[config.mk]
export PLATFORM = sky130hd
export DESIGN_NAME = ss_serial_top
export DESIGN_NICKNAME = d
export VERILOG_FILES = /design/src/rtl/ss_pkg.sv /design/src/rtl/ss_clkgen.sv /design/src/rtl/ss_shifter.sv /design/src/rtl/ss_regs.sv /design/src/rtl/ss_serial_top.sv
export SDC_FILE = /design/constraint.sdc
export NUM_CORES = 1
export LEC_CHECK = 0
export ABC_CLOCK_PERIOD_IN_PS = 1780
export BUFFER_PORTS_ARGS = -buffer_cell sky130_fd_sc_hd__buf_2
export CAP_MARGIN = 0
export CELL_PAD_IN_SITES_DETAIL_PLACEMENT = 1
export CELL_PAD_IN_SITES_GLOBAL_PLACEMENT = 2
export CORE_MARGIN = 2
export CORE_UTILIZATION = 36
export CTS_CLUSTER_DIAMETER = 40
export CTS_CLUSTER_SIZE = 12
export DETAILED_ROUTE_END_ITERATION = 10
export PLACE_DENSITY_LB_ADDON = 0.1
export SYNTH_ARGS = -nofsm -noshare
export SYNTH_HDL_FRONTEND = slang
export SYNTH_SLANG_ARGS = --single-unit
export TNS_END_PERCENT = 50
[constraint.sdc]
create_clock -name clk_i -period 1.78 [get_ports clk_i]
set_input_delay 0.356 -clock clk_i [delete_from_list [all_inputs] [get_ports clk_i]]
set_output_delay 0.356 -clock clk_i [all_outputs]
set_load 0.01 [all_outputs]
[src/rtl/ss_pkg.sv]
package ss_pkg;
  typedef enum logic [1:0] {
    REG_CTRL = 2'd0,
    REG_STAT = 2'd1,
    REG_TXD  = 2'd2,
    REG_RXD  = 2'd3
  } reg_addr_e;

  typedef struct packed {
    logic master;
    logic rie;
    logic rx_en;
    logic tx_en;
  } ctrl_t;

  typedef struct packed {
    logic ovr;
    logic rdf;
    logic tend;
    logic tde;
  } stat_t;
endpackage

[src/rtl/ss_clkgen.sv]
module ss_clkgen #(
  parameter int CLK_DIV = 8,
  parameter int SYNC_W  = 2
) (
  input  logic clk_i,
  input  logic rst_ni,
  input  logic master_i,
  input  logic run_i,
  input  logic sck_i,
  input  logic cs_ni,
  input  logic sdi_i,
  output logic fall_o,
  output logic rise_o,
  output logic sel_o,
  output logic sdi_o,
  output logic sck_o
);
  localparam int HALF = CLK_DIV / 2;
  localparam int CW   = (HALF > 1) ? $clog2(HALF) : 1;

  logic [SYNC_W:0]   sck_s;
  logic [SYNC_W-1:0] cs_s;
  logic [SYNC_W-1:0] sdi_s;
  logic [CW-1:0]     cnt_q;
  logic              sck_q;
  logic              mrun, tick;

  assign mrun = master_i & run_i;
  assign tick = mrun & (cnt_q == CW'(HALF - 1));

  always_ff @(posedge clk_i or negedge rst_ni) begin
    if (!rst_ni) begin
      sck_s <= '1;
      cs_s  <= '1;
      sdi_s <= '0;
    end else begin
      sck_s <= {sck_s[SYNC_W-1:0], sck_i};
      cs_s  <= {cs_s[SYNC_W-2:0], cs_ni};
      sdi_s <= {sdi_s[SYNC_W-2:0], sdi_i};
    end
  end

  always_ff @(posedge clk_i or negedge rst_ni) begin
    if (!rst_ni) begin
      cnt_q <= '0;
      sck_q <= 1'b1;
    end else if (!mrun) begin
      cnt_q <= '0;
      sck_q <= 1'b1;
    end else if (tick) begin
      cnt_q <= '0;
      sck_q <= ~sck_q;
    end else begin
      cnt_q <= cnt_q + 1'b1;
    end
  end

  assign fall_o = master_i ? (tick & sck_q)  : (sck_s[SYNC_W] & ~sck_s[SYNC_W-1]);
  assign rise_o = master_i ? (tick & ~sck_q) : (~sck_s[SYNC_W] & sck_s[SYNC_W-1]);
  assign sel_o  = master_i | ~cs_s[SYNC_W-1];
  assign sdi_o  = sdi_s[SYNC_W-1];
  assign sck_o  = sck_q;
endmodule

[src/rtl/ss_shifter.sv]
module ss_shifter #(
  parameter int DW = 8
) (
  input  logic          clk_i,
  input  logic          rst_ni,
  input  logic          fall_i,
  input  logic          rise_i,
  input  logic          sel_i,
  input  logic          sdi_i,
  input  logic [DW-1:0] load_i,
  output logic          begin_o,
  output logic          done_o,
  output logic [DW-1:0] rx_o,
  output logic          sdo_o,
  output logic          busy_o
);
  localparam int BW = (DW > 2) ? $clog2(DW) : 1;

  logic [DW-1:0] sh_q, rxsh_q, src;
  logic [BW-1:0] cnt_q;
  logic          busy_q, out_q, last;

  assign src     = busy_q ? sh_q : load_i;
  assign last    = (cnt_q == BW'(DW - 1));
  assign rx_o    = {rxsh_q[DW-2:0], sdi_i};
  assign begin_o = sel_i & fall_i & ~busy_q;
  assign done_o  = sel_i & rise_i & busy_q & last;
  assign sdo_o   = out_q;
  assign busy_o  = busy_q;

  always_ff @(posedge clk_i or negedge rst_ni) begin
    if (!rst_ni) begin
      sh_q   <= '1;
      rxsh_q <= '0;
      cnt_q  <= '0;
      busy_q <= 1'b0;
      out_q  <= 1'b1;
    end else if (!sel_i) begin
      busy_q <= 1'b0;
      cnt_q  <= '0;
    end else begin
      if (fall_i) begin
        sh_q   <= {src[DW-2:0], 1'b1};
        out_q  <= src[DW-1];
        busy_q <= 1'b1;
      end
      if (rise_i && busy_q) begin
        rxsh_q <= rx_o;
        if (last) begin
          busy_q <= 1'b0;
          cnt_q  <= '0;
        end else begin
          cnt_q <= cnt_q + 1'b1;
        end
      end
    end
  end
endmodule

[src/rtl/ss_regs.sv]
module ss_regs
  import ss_pkg::*;
#(
  parameter int DW = 8
) (
  input  logic          clk_i,
  input  logic          rst_ni,
  input  logic [1:0]    addr_i,
  input  logic          wr_i,
  input  logic          rd_i,
  input  logic [DW-1:0] wdata_i,
  output logic [DW-1:0] rdata_o,
  input  logic          begin_i,
  input  logic          done_i,
  input  logic [DW-1:0] rx_i,
  output ctrl_t         ctrl_o,
  output stat_t         stat_o,
  output logic [DW-1:0] rdr_o,
  output logic [DW-1:0] load_o,
  output logic          start_o,
  output logic          irq_o
);
  ctrl_t         ctrl_q;
  logic [DW-1:0] tdr_q, rdr_q;
  logic          tde_q, tend_q, rdf_q, ovr_q, armed_q;
  logic          wr_ctrl, wr_stat, wr_tdr, rd_rdr;
  logic          tx_live, tend_set, rx_store;

  assign wr_ctrl  = wr_i & (addr_i == REG_CTRL);
  assign wr_stat  = wr_i & (addr_i == REG_STAT);
  assign wr_tdr   = wr_i & (addr_i == REG_TXD);
  assign rd_rdr   = rd_i & (addr_i == REG_RXD);
  assign tx_live  = ctrl_q.tx_en & ~tde_q;
  assign tend_set = done_i & ctrl_q.tx_en & tde_q & ~wr_tdr;
  assign rx_store = done_i & ctrl_q.rx_en & armed_q;

  always_ff @(posedge clk_i or negedge rst_ni) begin
    if (!rst_ni) begin
      ctrl_q  <= '0;
      tdr_q   <= '0;
      rdr_q   <= '0;
      tde_q   <= 1'b1;
      tend_q  <= 1'b0;
      rdf_q   <= 1'b0;
      ovr_q   <= 1'b0;
      armed_q <= 1'b0;
    end else begin
      if (wr_ctrl) ctrl_q <= ctrl_t'(wdata_i[3:0]);

      if (!ctrl_q.rx_en) armed_q <= 1'b0;
      else if (rd_rdr)   armed_q <= 1'b1;

      if (begin_i && tx_live) tde_q <= 1'b1;
      if (wr_tdr) begin
        tdr_q <= wdata_i;
        tde_q <= 1'b0;
      end

      if (wr_stat && !wdata_i[1]) tend_q <= 1'b0;
      if (tend_set)               tend_q <= 1'b1;

      if (wr_stat && !wdata_i[3]) ovr_q <= 1'b0;
      if (rd_rdr)                 rdf_q <= 1'b0;
      if (rx_store) begin
        if (rdf_q && !rd_rdr) begin
          ovr_q <= 1'b1;  // byte dropped
        end else begin
          rdr_q <= rx_i;
          rdf_q <= 1'b1;
        end
      end
    end
  end

  always_comb begin
    rdata_o = '0;
    unique case (addr_i)
      REG_CTRL: rdata_o[3:0] = ctrl_q;
      REG_STAT: rdata_o[3:0] = {ovr_q, rdf_q, tend_q, tde_q};
      REG_TXD:  rdata_o      = tdr_q;
      REG_RXD:  rdata_o      = rdr_q;
      default:  rdata_o      = '0;
    endcase
  end

  assign ctrl_o  = ctrl_q;
  assign stat_o  = '{ovr: ovr_q, rdf: rdf_q, tend: tend_q, tde: tde_q};
  assign rdr_o   = rdr_q;
  assign load_o  = tx_live ? tdr_q : '1;
  assign start_o = ctrl_q.master &
                   (tx_live | (ctrl_q.rx_en & armed_q & ~ctrl_q.tx_en & ~rdf_q));
  assign irq_o   = ctrl_q.rie & rdf_q;
endmodule

[src/rtl/ss_serial_top.sv]
module ss_serial_top
  import ss_pkg::*;
#(
  parameter int CLK_DIV = 8,
  parameter int DW      = 8
) (
  input  logic          clk_i,
  input  logic          rst_ni,
  input  logic [1:0]    addr_i,
  input  logic          wr_i,
  input  logic          rd_i,
  input  logic [DW-1:0] wdata_i,
  output logic [DW-1:0] rdata_o,
  output logic          rx_irq_o,
  input  logic          sck_i,
  input  logic          cs_ni,
  input  logic          sdi_i,
  output logic          sck_o,
  output logic          sck_oe_o,
  output logic          sdo_o
);
  ctrl_t         ctrl_w;
  stat_t         stat_w;
  logic [3:0]    stat_bits;
  logic [DW-1:0] rdr_w, load_w, rx_w;
  logic          start_w, busy_w, fall_w, rise_w, sel_w, sdi_w;
  logic          begin_w, done_w;

  assign stat_bits = stat_w;
  assign sck_oe_o  = ctrl_w.master;

  ss_clkgen #(.CLK_DIV(CLK_DIV), .SYNC_W(2)) u_clk (
    .clk_i    (clk_i),
    .rst_ni   (rst_ni),
    .master_i (ctrl_w.master),
    .run_i    (start_w | busy_w),
    .sck_i    (sck_i),
    .cs_ni    (cs_ni),
    .sdi_i    (sdi_i),
    .fall_o   (fall_w),
    .rise_o   (rise_w),
    .sel_o    (sel_w),
    .sdi_o    (sdi_w),
    .sck_o    (sck_o)
  );

  ss_shifter #(.DW(DW)) u_shift (
    .clk_i   (clk_i),
    .rst_ni  (rst_ni),
    .fall_i  (fall_w),
    .rise_i  (rise_w),
    .sel_i   (sel_w),
    .sdi_i   (sdi_w),
    .load_i  (load_w),
    .begin_o (begin_w),
    .done_o  (done_w),
    .rx_o    (rx_w),
    .sdo_o   (sdo_o),
    .busy_o  (busy_w)
  );

  ss_regs #(.DW(DW)) u_regs (
    .clk_i   (clk_i),
    .rst_ni  (rst_ni),
    .addr_i  (addr_i),
    .wr_i    (wr_i),
    .rd_i    (rd_i),
    .wdata_i (wdata_i),
    .rdata_o (rdata_o),
    .begin_i (begin_w),
    .done_i  (done_w),
    .rx_i    (rx_w),
    .ctrl_o  (ctrl_w),
    .stat_o  (stat_w),
    .rdr_o   (rdr_w),
    .load_o  (load_w),
    .start_o (start_w),
    .irq_o   (rx_irq_o)
  );
endmodule

==> results.py, run 1 <==
metrics = {
    "clocking": {
        "clock_latency_ps": 310,
        "clock-root-buffer": "clkbuf_8",
        "cts_tree": "yes",
        "htreeDepth": 2,
        "clock-sinks": 54,
        "clk_pin_slew_ps": 100,
        "cts_hold_buf": 0,
        "cts_buffers": 5,
        "cts_buffer_depth": 2,
    },
    "timing": {
        "finalWorstSetupSlack_ps": -17.7,
        "rsz0062_at_grt": "true",
        "hold_violations": 0,
        "max_slew_margin": 0.694,
        "slew_violations": 0,
        "layout_min_cycle_time_ps": 1800,
        "setup_viol": 1,
        "fin_skew_ps": 8.68,
        "fmax_mhz": 556,
        "tightest_slew_ps": 459,
        "hold-worst-slack_ps": 34.1,
        "period_share": 1.01,
    },
    "floorplan": {
        "die_x_um": 86.4,
        "ios": 29,
        "core_area_sq_um": 6680,
        "die_height_um": 86.4,
        "start_util": 0.366,
        "dieArea_sq_um": 7460,
        "rows": 30,
    },
    "setup_path": {
        "critPathLaunchType": "flop",
        "critical_path_required_ps": 1420,
        "crit_arrival_ps": 1440,
        "crit_type": "reg2out",
        "cp-end-kind": "output port",
        "crit_fanout": 2,
    },
    "yosys": {
        "synth_top_area_frac": 0.400,
        "yosys_register_bits": 54,
        "syn_area_sq_um": 2440,
        "synth_nets": 200,
        "synth.largest_area_cell": "dfrtp_1",
        "synthDistinctLibCells": 37,
        "synth_warnings": 0,
        "seq_area_frac_synth": 0.561,
        "netlist_instances": 180,
        "synthTopCellsByArea": "dfrtp_1, dfstp_2, mux2_2",
        "avgSynthCellArea_sq_um": 13.6,
    },
    "drt": {
        "drt_wl_total_um": 5510,
        "vias": 1595,
        "wl_per_cell_um": 17.9,
        "antenna_left": 0,
        "wl_met2_um": 2800,
        "viasPerCell": 5.18,
        "wl_met3_um": 160,
        "drc_errors": 0,
        "drt-initial-drc-count": 73,
        "top_layer": "met4",
        "m1WireLength_um": 2510,
        "firstDrtPassIters": 4,
    },
    "grt": {
        "grt_start_max_net_pins": 55,
        "grt_util_all_layers": 0.164,
        "overflow": 0,
        "grt_pass1_wl_um": 9240,
        "antenna_found_initial": 0,
        "grt_pass1_vias": 1765,
    },
    "hold_path": {
        "min_path_type": "in2async",
    },
    "power": {
        "power.density_nw_per_um2": 1000,
        "ir_worst_vdd_mv": 0.321,
        "power_mw": 3.01,
        "p_leak_nw": 1.33,
    },
    "placed_design": {
        "dp.final_hpwl_um": 4160,
        "dp_cells": 297,
        "port-buffer-count": 28,
        "place.gp.congestion": 0.730,
    },
    "run": {
        "timing.max_cap.violations": 0,
    },
    "finish": {
        "final_common_cell": "dfrtp_1",
        "fillers": 709,
        "layout-drive-gt1-share": 0.518,
        "layout_common_cells": "dfrtp_1, mux2_2, buf_2",
        "final_cells": 308,
        "syn2layout_area_growth_pct": 23.0,
        "n_antenna_cell": 0,
        "final_nets": 247,
    },
    "status": {
        "violations": "setup timing",
        "outcome": "finished, violations left",
    },
}
## cells in the mapped netlist (all sizes together)
| cell | n |
|---|---|
| dfrtp | 39 |
| o31a | 1 |
| nor3b | 3 |
| and2 | 2 |
| nor2 | 2 |
| a311oi | 1 |
| or2 | 1 |
| dfstp | 15 |
| nand3b | 2 |
| mux2 | 35 |
| nand2 | 14 |
| and4b | 1 |
| nor2b | 5 |
| xnor2 | 1 |
| nor3 | 1 |
| or3 | 2 |
| clkbuf | 2 |
| nand3 | 5 |
| nand2b | 5 |
| buf | 4 |
| a21oi | 2 |
| nor4b | 1 |
| and4bb | 2 |
| a21boi | 2 |
| o21a | 1 |
| ha | 3 |
| nand4 | 1 |
| inv | 3 |
| mux2i | 11 |
| o31ai | 2 |
| mux4 | 4 |
| o21ai | 7 |
## state kept, by name, indices dropped and copies added (netlist names), 2 cells and up
register        flops
u_clk.sdi_s         2
u_shift.rxsh_q      7
u_clk.sck_s         3
u_regs.tdr_q        8
u_regs.rdr_o        8
u_regs.ctrl_o       4
u_clk.cnt_q         2
u_shift.sh_q        7
u_shift.cnt_q       3
u_clk.cs_s          2
## cell type report
cell class | count | area [sq um] | area share
well taps | 80 | 100 | 0.0333
inverters | 3 | 11.3 | 0.00375
repair buffers | 46 | 345 | 0.115
clock buffers | 6 | 82.6 | 0.0275
clock inverters | 2 | 16.3 | 0.00542
multi-input cells | 117 | 1080 | 0.359
flip-flops and latches | 54 | 1370 | 0.456
## worst paths after layout
check	from	to	slack [ps]	cells after the start
worst max-delay path	u_regs.ctrl_o[3]$_DFFE_PN0P_	rdata_o[3]	-20	3
worst min-delay path	rst_ni	u_shift.busy_o$_DFF_PN0_	30	2
worst max register to register	u_regs.ctrl_o[3]$_DFFE_PN0P_	u_regs.rdr_o[7]$_DFFE_PN0P_	0	6
worst min register to register	u_clk.cs_s[0]$_DFF_PN1_	u_clk.cs_s[1]$_DFF_PN1_	360	0
max in group asynchronous	rst_ni	u_shift.sh_q[3]$_DFFE_PN1N_	1470	2
min in group clk_i	cs_ni	u_clk.cs_s[0]$_DFF_PN1_	140	1
## timing repair
item	in CTS	in global routing
resized for setup	7	10
setup endpoints to repair	10	20
buffers inserted	3	0
pin swaps	3	3
## power by group
group          switching [mW]  total (mW)  internal, mW  leakage [nW]
Combinational           0.288       0.645         0.357         0.616
Clock                   0.411       0.732         0.321        0.0478
Sequential              0.151        1.64          1.49         0.668
Total                   0.850        3.01          2.16          1.33
## critical path: stages, from the launching register on
cell     delay, ps
dfrtp_1        410
buf_6          120
mux4_2         460
buf_6          140
## per-stage QoR
| stage | utilization | setup WS, ps | setup TNS [ps] | cell area, sq um |
|---|---|---|---|---|
| detailed placement | 0.420 | -2.89 | -4.81 | 2810 |
| CTS | 0.443 | -28.5 | -56.3 | 2960 |
| finish | 0.449 | -17.7 | -17.7 | 3000 |
| global placement | 0.420 | 26.2 | 0 | 2810 |
| global route | 0.449 | -64.4 | -464 | 3000 |
| floorplan | - | 8.29 | 0 | 2440 |
## per-layer routing
metal / vias up / track usage
li1: 734 / -
met1: 833 / 0.214
met2: 24 / 0.282
met3: 4 / 0.0324
met4: 0 / 0.0384
met5: - / 0
## kinds of logic after synthesis
| logic type | Yosys count | share of synthesized area |
|---|---|---|
| XOR/XNOR | 1 | 0.00359 |
| AO/OA/AOI/OAI | 16 | 0.0441 |
| AND/OR/NAND/NOR | 47 | 0.117 |
| buffers and inverters | 9 | 0.0159 |
| flip-flops | 54 | 0.561 |
| adder cells (fa/ha/maj) | 3 | 0.0154 |
| multiplexers | 50 | 0.243 |
(Power assumes the default switching activity.)
==> inputs of run 2 (changes only) <==
- CORE_UTILIZATION: 36 -> 38
- CTS_BUF_LIST: not set -> sky130_fd_sc_hd__clkbuf_2 sky130_fd_sc_hd__clkbuf_4 sky130_fd_sc_hd__clkbuf_8
- PLACE_DENSITY: not set -> 0.81
- PLACE_DENSITY_LB_ADDON: 0.1 -> not set
==> run 2 against run 1 <==
  * The run still ends with setup timing left
  * Clock skew up 3.9 ps
  * Via count down 1.8%
  * Sequential cell count unchanged
  * Critical path depth unchanged
  * Global-route usage down 0.45 points
  * Count of clock-buffer cells in the layout down 1
  * Non-clock buffer count up 6
  * Critical path type unchanged
==> results.py, run 2 (synthesis gave the netlist of run 1 again) <==
metrics = {
    "setup_path": {
        "critPathLaunchType": "flop",
        "critical_path_required_ps": 1420,
        "crit_fanout": 2,
        "crit_arrival_ps": 1440,
        "cp-end-kind": "output port",
        "path_cells": "buf_6, mux4_2, buf_6",
        "critPathBufInv": 2,
        "crit_type": "reg2out",
        "crit_path_top_delay_cell": "mux4_2",
        "path_delay_family": "multiplexers",
        "crit_top_cell": "buf_6",
        "cpPeakStageDelay_ps": 460,
    },
    "timing": {
        "period_share": 1.01,
        "finalSetupTns_ps": -34.7,
        "hold_violations": 0,
        "setup_viol": 2,
        "slew_violations": 0,
        "finalWorstSetupSlack_ps": -18.0,
        "layout_min_cycle_time_ps": 1800,
        "fin_skew_ps": 12.5,
        "rsz0062_at_grt": "true",
        "fmax_mhz": 556,
        "hold-worst-slack_ps": 31.8,
        "max_slew_margin": 0.755,
        "tightest_slew_ps": 363,
    },
    "floorplan": {
        "dieArea_sq_um": 7080,
        "start_util": 0.389,
        "rows": 29,
        "ios": 29,
        "die_x_um": 84.2,
        "die_height_um": 84.2,
        "core_area_sq_um": 6280,
    },
    "clocking": {
        "cts_buffers": 5,
        "clock-sinks": 54,
        "cts_tree": "yes",
        "clock-root-buffer": "clkbuf_8",
        "cts_buffer_depth": 2,
        "htreeDepth": 2,
        "clk_pin_slew_ps": 100,
        "clock_latency_ps": 310,
    },
    "placed_design": {
        "dp_cells": 295,
        "port-buffer-count": 28,
        "place.gp.congestion": 0.790,
        "dp.final_hpwl_um": 3730,
        "place_area_sq_um": 2810,
    },
    "status": {
        "outcome": "finished, violations left",
        "violations": "setup timing",
    },
    "hold_path": {
        "min_path_type": "in2async",
    },
    "grt": {
        "grt_pass1_vias": 1762,
        "overflow": 0,
        "grt_start_max_net_pins": 55,
        "grt_util_all_layers": 0.159,
        "antenna_found_initial": 0,
        "grt_pass1_wl_um": 8950,
    },
    "power": {
        "p_leak_nw": 1.37,
        "power_mw": 3.13,
        "power.density_nw_per_um2": 1020,
        "ir_worst_vdd_mv": 0.488,
    },
    "finish": {
        "layout_common_cells": "dfrtp_1, mux2_2, buf_2",
        "final_common_cell": "dfrtp_1",
        "design_area_sq_um": 3070,
        "fillers": 674,
        "n_antenna_cell": 0,
        "final_nets": 253,
        "layout.area.seq_sq_um": 1370,
        "layout-drive-gt1-share": 0.534,
        "multi_input_area_sq_um": 1080,
        "final_cells": 311,
        "syn2layout_area_growth_pct": 25.8,
    },
    "drt": {
        "drc_errors": 0,
        "drt-initial-drc-count": 75,
        "drt_wl_total_um": 5300,
        "m1WireLength_um": 2550,
        "wl_met3_um": 115,
        "viasPerCell": 5.04,
        "firstDrtPassIters": 3,
        "vias": 1567,
        "wl_met2_um": 2620,
        "antenna_left": 0,
        "top_layer": "met4",
        "wl_per_cell_um": 17.1,
    },
    "run": {
        "timing.max_cap.violations": 0,
    },
}
[run 2: layout make-up]
| type | instances | area share |
|---|---|---|
| clock buffers | 5 | 0.0224 |
| multi-input cells | 117 | 0.352 |
| clock inverters | 3 | 0.0143 |
| well taps | 77 | 0.0314 |
| repair buffers | 52 | 0.130 |
| inverters | 3 | 0.00367 |
| flip-flops and latches | 54 | 0.446 |
[run 2: final timing paths]
| kind | start | end | slack [ps] | cells past startpoint |
|---|---|---|---|---|
| min | rst_ni | u_shift.cnt_q[2]$_DFFE_PN0P_ | 30 | 2 |
| min reg2reg | u_clk.sdi_s[0]$_DFF_PN0_ | u_clk.sdi_s[1]$_DFF_PN0_ | 360 | 0 |
| max | u_regs.ctrl_o[3]$_DFFE_PN0P_ | rdata_o[3] | -20 | 3 |
| max in group asynchronous | rst_ni | u_shift.sh_q[7]$_DFFE_PN1N_ | 1460 | 2 |
| max reg2reg | u_shift.cnt_q[0]$_DFFE_PN0P_ | u_regs.rdr_o[4]$_DFFE_PN0P_ | 20 | 6 |
| min in group clk_i | cs_ni | u_clk.cs_s[0]$_DFF_PN1_ | 140 | 1 |
[run 2: layer usage]
metal	up-vias	GRT usage
li1	747	-
met1	801	0.223
met2	17	0.259
met3	2	0.0324
met4	0	0.0352
met5	-	0
[run 2: metrics by stage]
| step | utilization | worst slack [ps] |
|---|---|---|
| after CTS | 0.477 | -31.3 |
| final | 0.489 | -18.0 |
| after global placement | 0.447 | 61.1 |
| after detailed placement | 0.447 | 9.16 |
| after global routing | 0.489 | -61.9 |
| after floorplan | - | 8.29 |
[run 2: power breakdown]
group	leakage [nW]	total [mW]	internal [mW]	switching, mW
clock network	0.0585	0.833	0.422	0.410
registers	0.667	1.63	1.49	0.143
logic	0.648	0.667	0.377	0.290
[run 2: repair_timing]
action | CTS | global route
endpoints found under the setup margin | 7 | 20
buffers inserted | 5 | 3
hold buffers | 0 | 0
gates resized for setup | 7 | 12
pin swaps | 1 | 4
==> inputs of run 3 (changes only) <==
- ABC_AREA: not set -> 1
- CORE_UTILIZATION: 38 -> 34
- PLACE_DENSITY: 0.81 -> 0.8
==> run 3 against run 2 <==
  * Wire length grew 7.7%
  * Design area shrank 5.3%
  * Die area grew 12%
  * Setup slack gained 180 ps
  * The flow now finishes without violations
  * Synthesized cell count grew 43%
  * Hold slack gained 0.86 ps
==> results.py, run 3 <==
metrics = {
    "timing": {
        "hold_violations": 0,
        "fin_skew_ps": 6.95,
        "rsz0062_at_grt": "false",
        "slew_violations": 0,
        "max_slew_margin": 0.724,
        "finalSetupTns_ps": 0,
        "fmax_mhz": 618,
        "setup_viol": 0,
        "tightest_slew_ps": 413,
        "period_share": 0.909,
        "layout_min_cycle_time_ps": 1620,
    },
    "floorplan": {
        "start_util": 0.356,
        "die_x_um": 89.0,
        "ios": 29,
        "dieArea_sq_um": 7920,
        "die_height_um": 89.0,
        "core_area_sq_um": 6910,
        "rows": 30,
    },
    "clocking": {
        "cts_buffer_depth": 2,
        "cts_resized": 0,
        "htreeDepth": 2,
        "cts_hold_buf": 0,
        "cts_buffers": 5,
        "clock_latency_ps": 310,
        "cts_tree": "yes",
        "clock-sinks": 54,
        "clock-root-buffer": "clkbuf_8",
        "clk_pin_slew_ps": 100,
    },
    "placed_design": {
        "place.gp.congestion": 0.770,
        "dp.final_hpwl_um": 4210,
        "place_area_sq_um": 2780,
        "port-buffer-count": 28,
    },
    "setup_path": {
        "regToRegStartpoint": "u_clk.cnt_q[0]$_DFF_PN0_",
        "regToRegEndpoint": "u_regs.rdr_o[4]$_DFFE_PN0P_",
        "rr_worst_depth": 10,
        "critPathLaunchType": "flop",
        "crit_arrival_ps": 1260,
        "cp-end-kind": "output port",
        "path_cells": "a221oi_1, a22oi_1, buf_2",
        "cpPeakStageDelay_ps": 410,
        "ff2ff_setup_slack_ps": 220,
        "crit_fanout": 3,
        "critical_path_required_ps": 1420,
        "crit_type": "reg2out",
        "crit_path_top_delay_cell": "dfrtp_1",
    },
    "drt": {
        "drt_wl_total_um": 5710,
        "drc_errors": 0,
        "wl_per_cell_um": 14.4,
        "vias": 1862,
        "viasPerCell": 4.68,
        "drt-initial-drc-count": 74,
        "antenna_left": 0,
        "firstDrtPassIters": 4,
    },
    "grt": {
        "grt_start_max_net_pins": 55,
        "antenna_found_initial": 0,
        "grt_util_all_layers": 0.167,
        "grt_pass1_vias": 1985,
        "overflow": 0,
        "grt_pass1_wl_um": 10100,
    },
    "run": {
        "timing.max_cap.violations": 0,
    },
    "yosys": {
        "yosys_register_bits": 54,
        "synthDistinctLibCells": 33,
        "yosys-top-cells-count": "nand2_1, dfrtp_1, o21ai_0, inv_1",
        "synthFlopType": "dfrtp_1",
        "synthArstFlopShare": 1.00,
        "synth_top_area_frac": 0.397,
        "synth_nets": 277,
        "synthTopCellsByArea": "dfrtp_1, dfstp_2, nand2_1",
        "seq_area_frac_synth": 0.558,
        "avgSynthCellArea_sq_um": 9.56,
        "netlist_instances": 257,
        "synth.largest_area_cell": "dfrtp_1",
        "synth_warnings": 0,
        "synth_edf_count": 0,
        "syn_area_sq_um": 2460,
        "yosysMostFrequentCell": "nand2_1",
    },
    "finish": {
        "final_common_cell": "nand2_1",
        "design_area_sq_um": 2910,
        "layout_common_cells": "nand2_1, dfrtp_1, buf_2",
        "n_antenna_cell": 0,
        "layout-drive-gt1-share": 0.315,
        "syn2layout_area_growth_pct": 18.4,
        "final_nets": 321,
    },
    "power": {
        "p_leak_nw": 1.44,
        "power.density_nw_per_um2": 1010,
        "ir_worst_vdd_mv": 0.302,
    },
    "hold_path": {
        "min_path_type": "in2async",
    },
    "status": {
        "outcome": "complete, no violations",
    },
}
run 3: cell types whose count changed in the layout (fill, tap and decap cells not counted), sizes merged, moves of 7 or more:
cell,previous run,this run
buf,52,41
inv,4,17
mux2,35,4
mux2i,11,0
nand2,14,94
nand3,5,17
nor2,2,9
o21ai,7,28
run 3: kinds of logic (layout without fill, tap and decap cells):
| kind of cell | Yosys count | after routing | share of synthesized area |
|---|---|---|---|
| muxes | 4 | 4 | 0.0183 |
| AOI/OAI and AO/OA | 45 | 45 | 0.127 |
| adders and majority gates | 3 | 3 | 0.0153 |
| and+or+nand+nor | 128 | 128 | 0.242 |
| DFF | 54 | 54 | 0.558 |
| buffers and inverters | 23 | 68 | 0.0397 |
run 3: area by class of cell:
cell class | instances | area, sq um
Clock buffer | 6 | 82.6
Clock inverter | 2 | 12.5
Fill cell | 854 | 4000
Inverter | 19 | 72.6
Multi-Input combinational cell | 180 | 990
Sequential cell | 54 | 1370
Tap cell | 96 | 120
Timing Repair Buffer | 41 | 263
run 3: where the power goes:
group	leakage, nW	total (mW)	internal, mW	switching [mW]
Sequential	0.671	1.63	1.48	0.144
Combinational	0.717	0.597	0.257	0.339
Clock	0.0472	0.725	0.314	0.411
Total	1.44	2.95	2.05	0.895
run 3: per-stage QoR:
step / util / hold WS [ps] / cells / power [mW] / setup slack (ps)
2_1_floorplan: - / 60.4 / 257 / 2.01 / 337
3_3_place_gp: 0.403 / 334 / 387 / 2.22 / 175
3_5_place_dp: 0.403 / 349 / 387 / 2.25 / 131
4_1_cts: 0.416 / 34.2 / 395 / 2.99 / 123
5_1_grt: 0.421 / 43.1 / 398 / 3.17 / 56.3
6_report: 0.421 / 32.7 / 398 / 2.95 / 162
run 3: worst max-delay path, delay by kind of cell, from the launching register on:
family                 cells  cell delay (ps)
AOI/OAI and AO/OA          2              380
DFF                        1              410
buffers and inverters      1              160
run 3: metal layers:
| metal | wire length [um] | vias to the layer above | global-route usage |
|---|---|---|---|
| met5 | 0 | - | 0 |
| met1 | 2860 | 908 | 0.238 |
| met4 | 68 | 0 | 0.0448 |
| li1 | - | 932 | - |
| met2 | 2650 | 16 | 0.258 |
| met3 | 134 | 6 | 0.0360 |
run 3: what timing repair did:
action                                  CTS  global route
endpoints found under the setup margin    0             4
endpoints found under the hold margin     0             0
setup buffers                             0             3
run 3: worst max-delay path by stage:
stage                                 startpoint                     endpoint  slack [ps]  cells after the start
floorplan           u_regs.ctrl_o[3]$_DFFE_PN0P_  u_regs.rdr_o[0]$_DFFE_PN0P_         340                      7
global placement        u_clk.cnt_q[0]$_DFF_PN0_  u_regs.rdr_o[0]$_DFFE_PN0P_         170                     10
detailed placement      u_clk.cnt_q[0]$_DFF_PN0_  u_regs.rdr_o[4]$_DFFE_PN0P_         130                     10
CTS                     u_clk.cnt_q[0]$_DFF_PN0_  u_regs.rdr_o[4]$_DFFE_PN0P_         120                     10
global route         u_regs.tdr_q[3]$_DFFE_PN0P_                   rdata_o[3]          60                      3
finish               u_regs.tdr_q[3]$_DFFE_PN0P_                   rdata_o[3]         160                      3
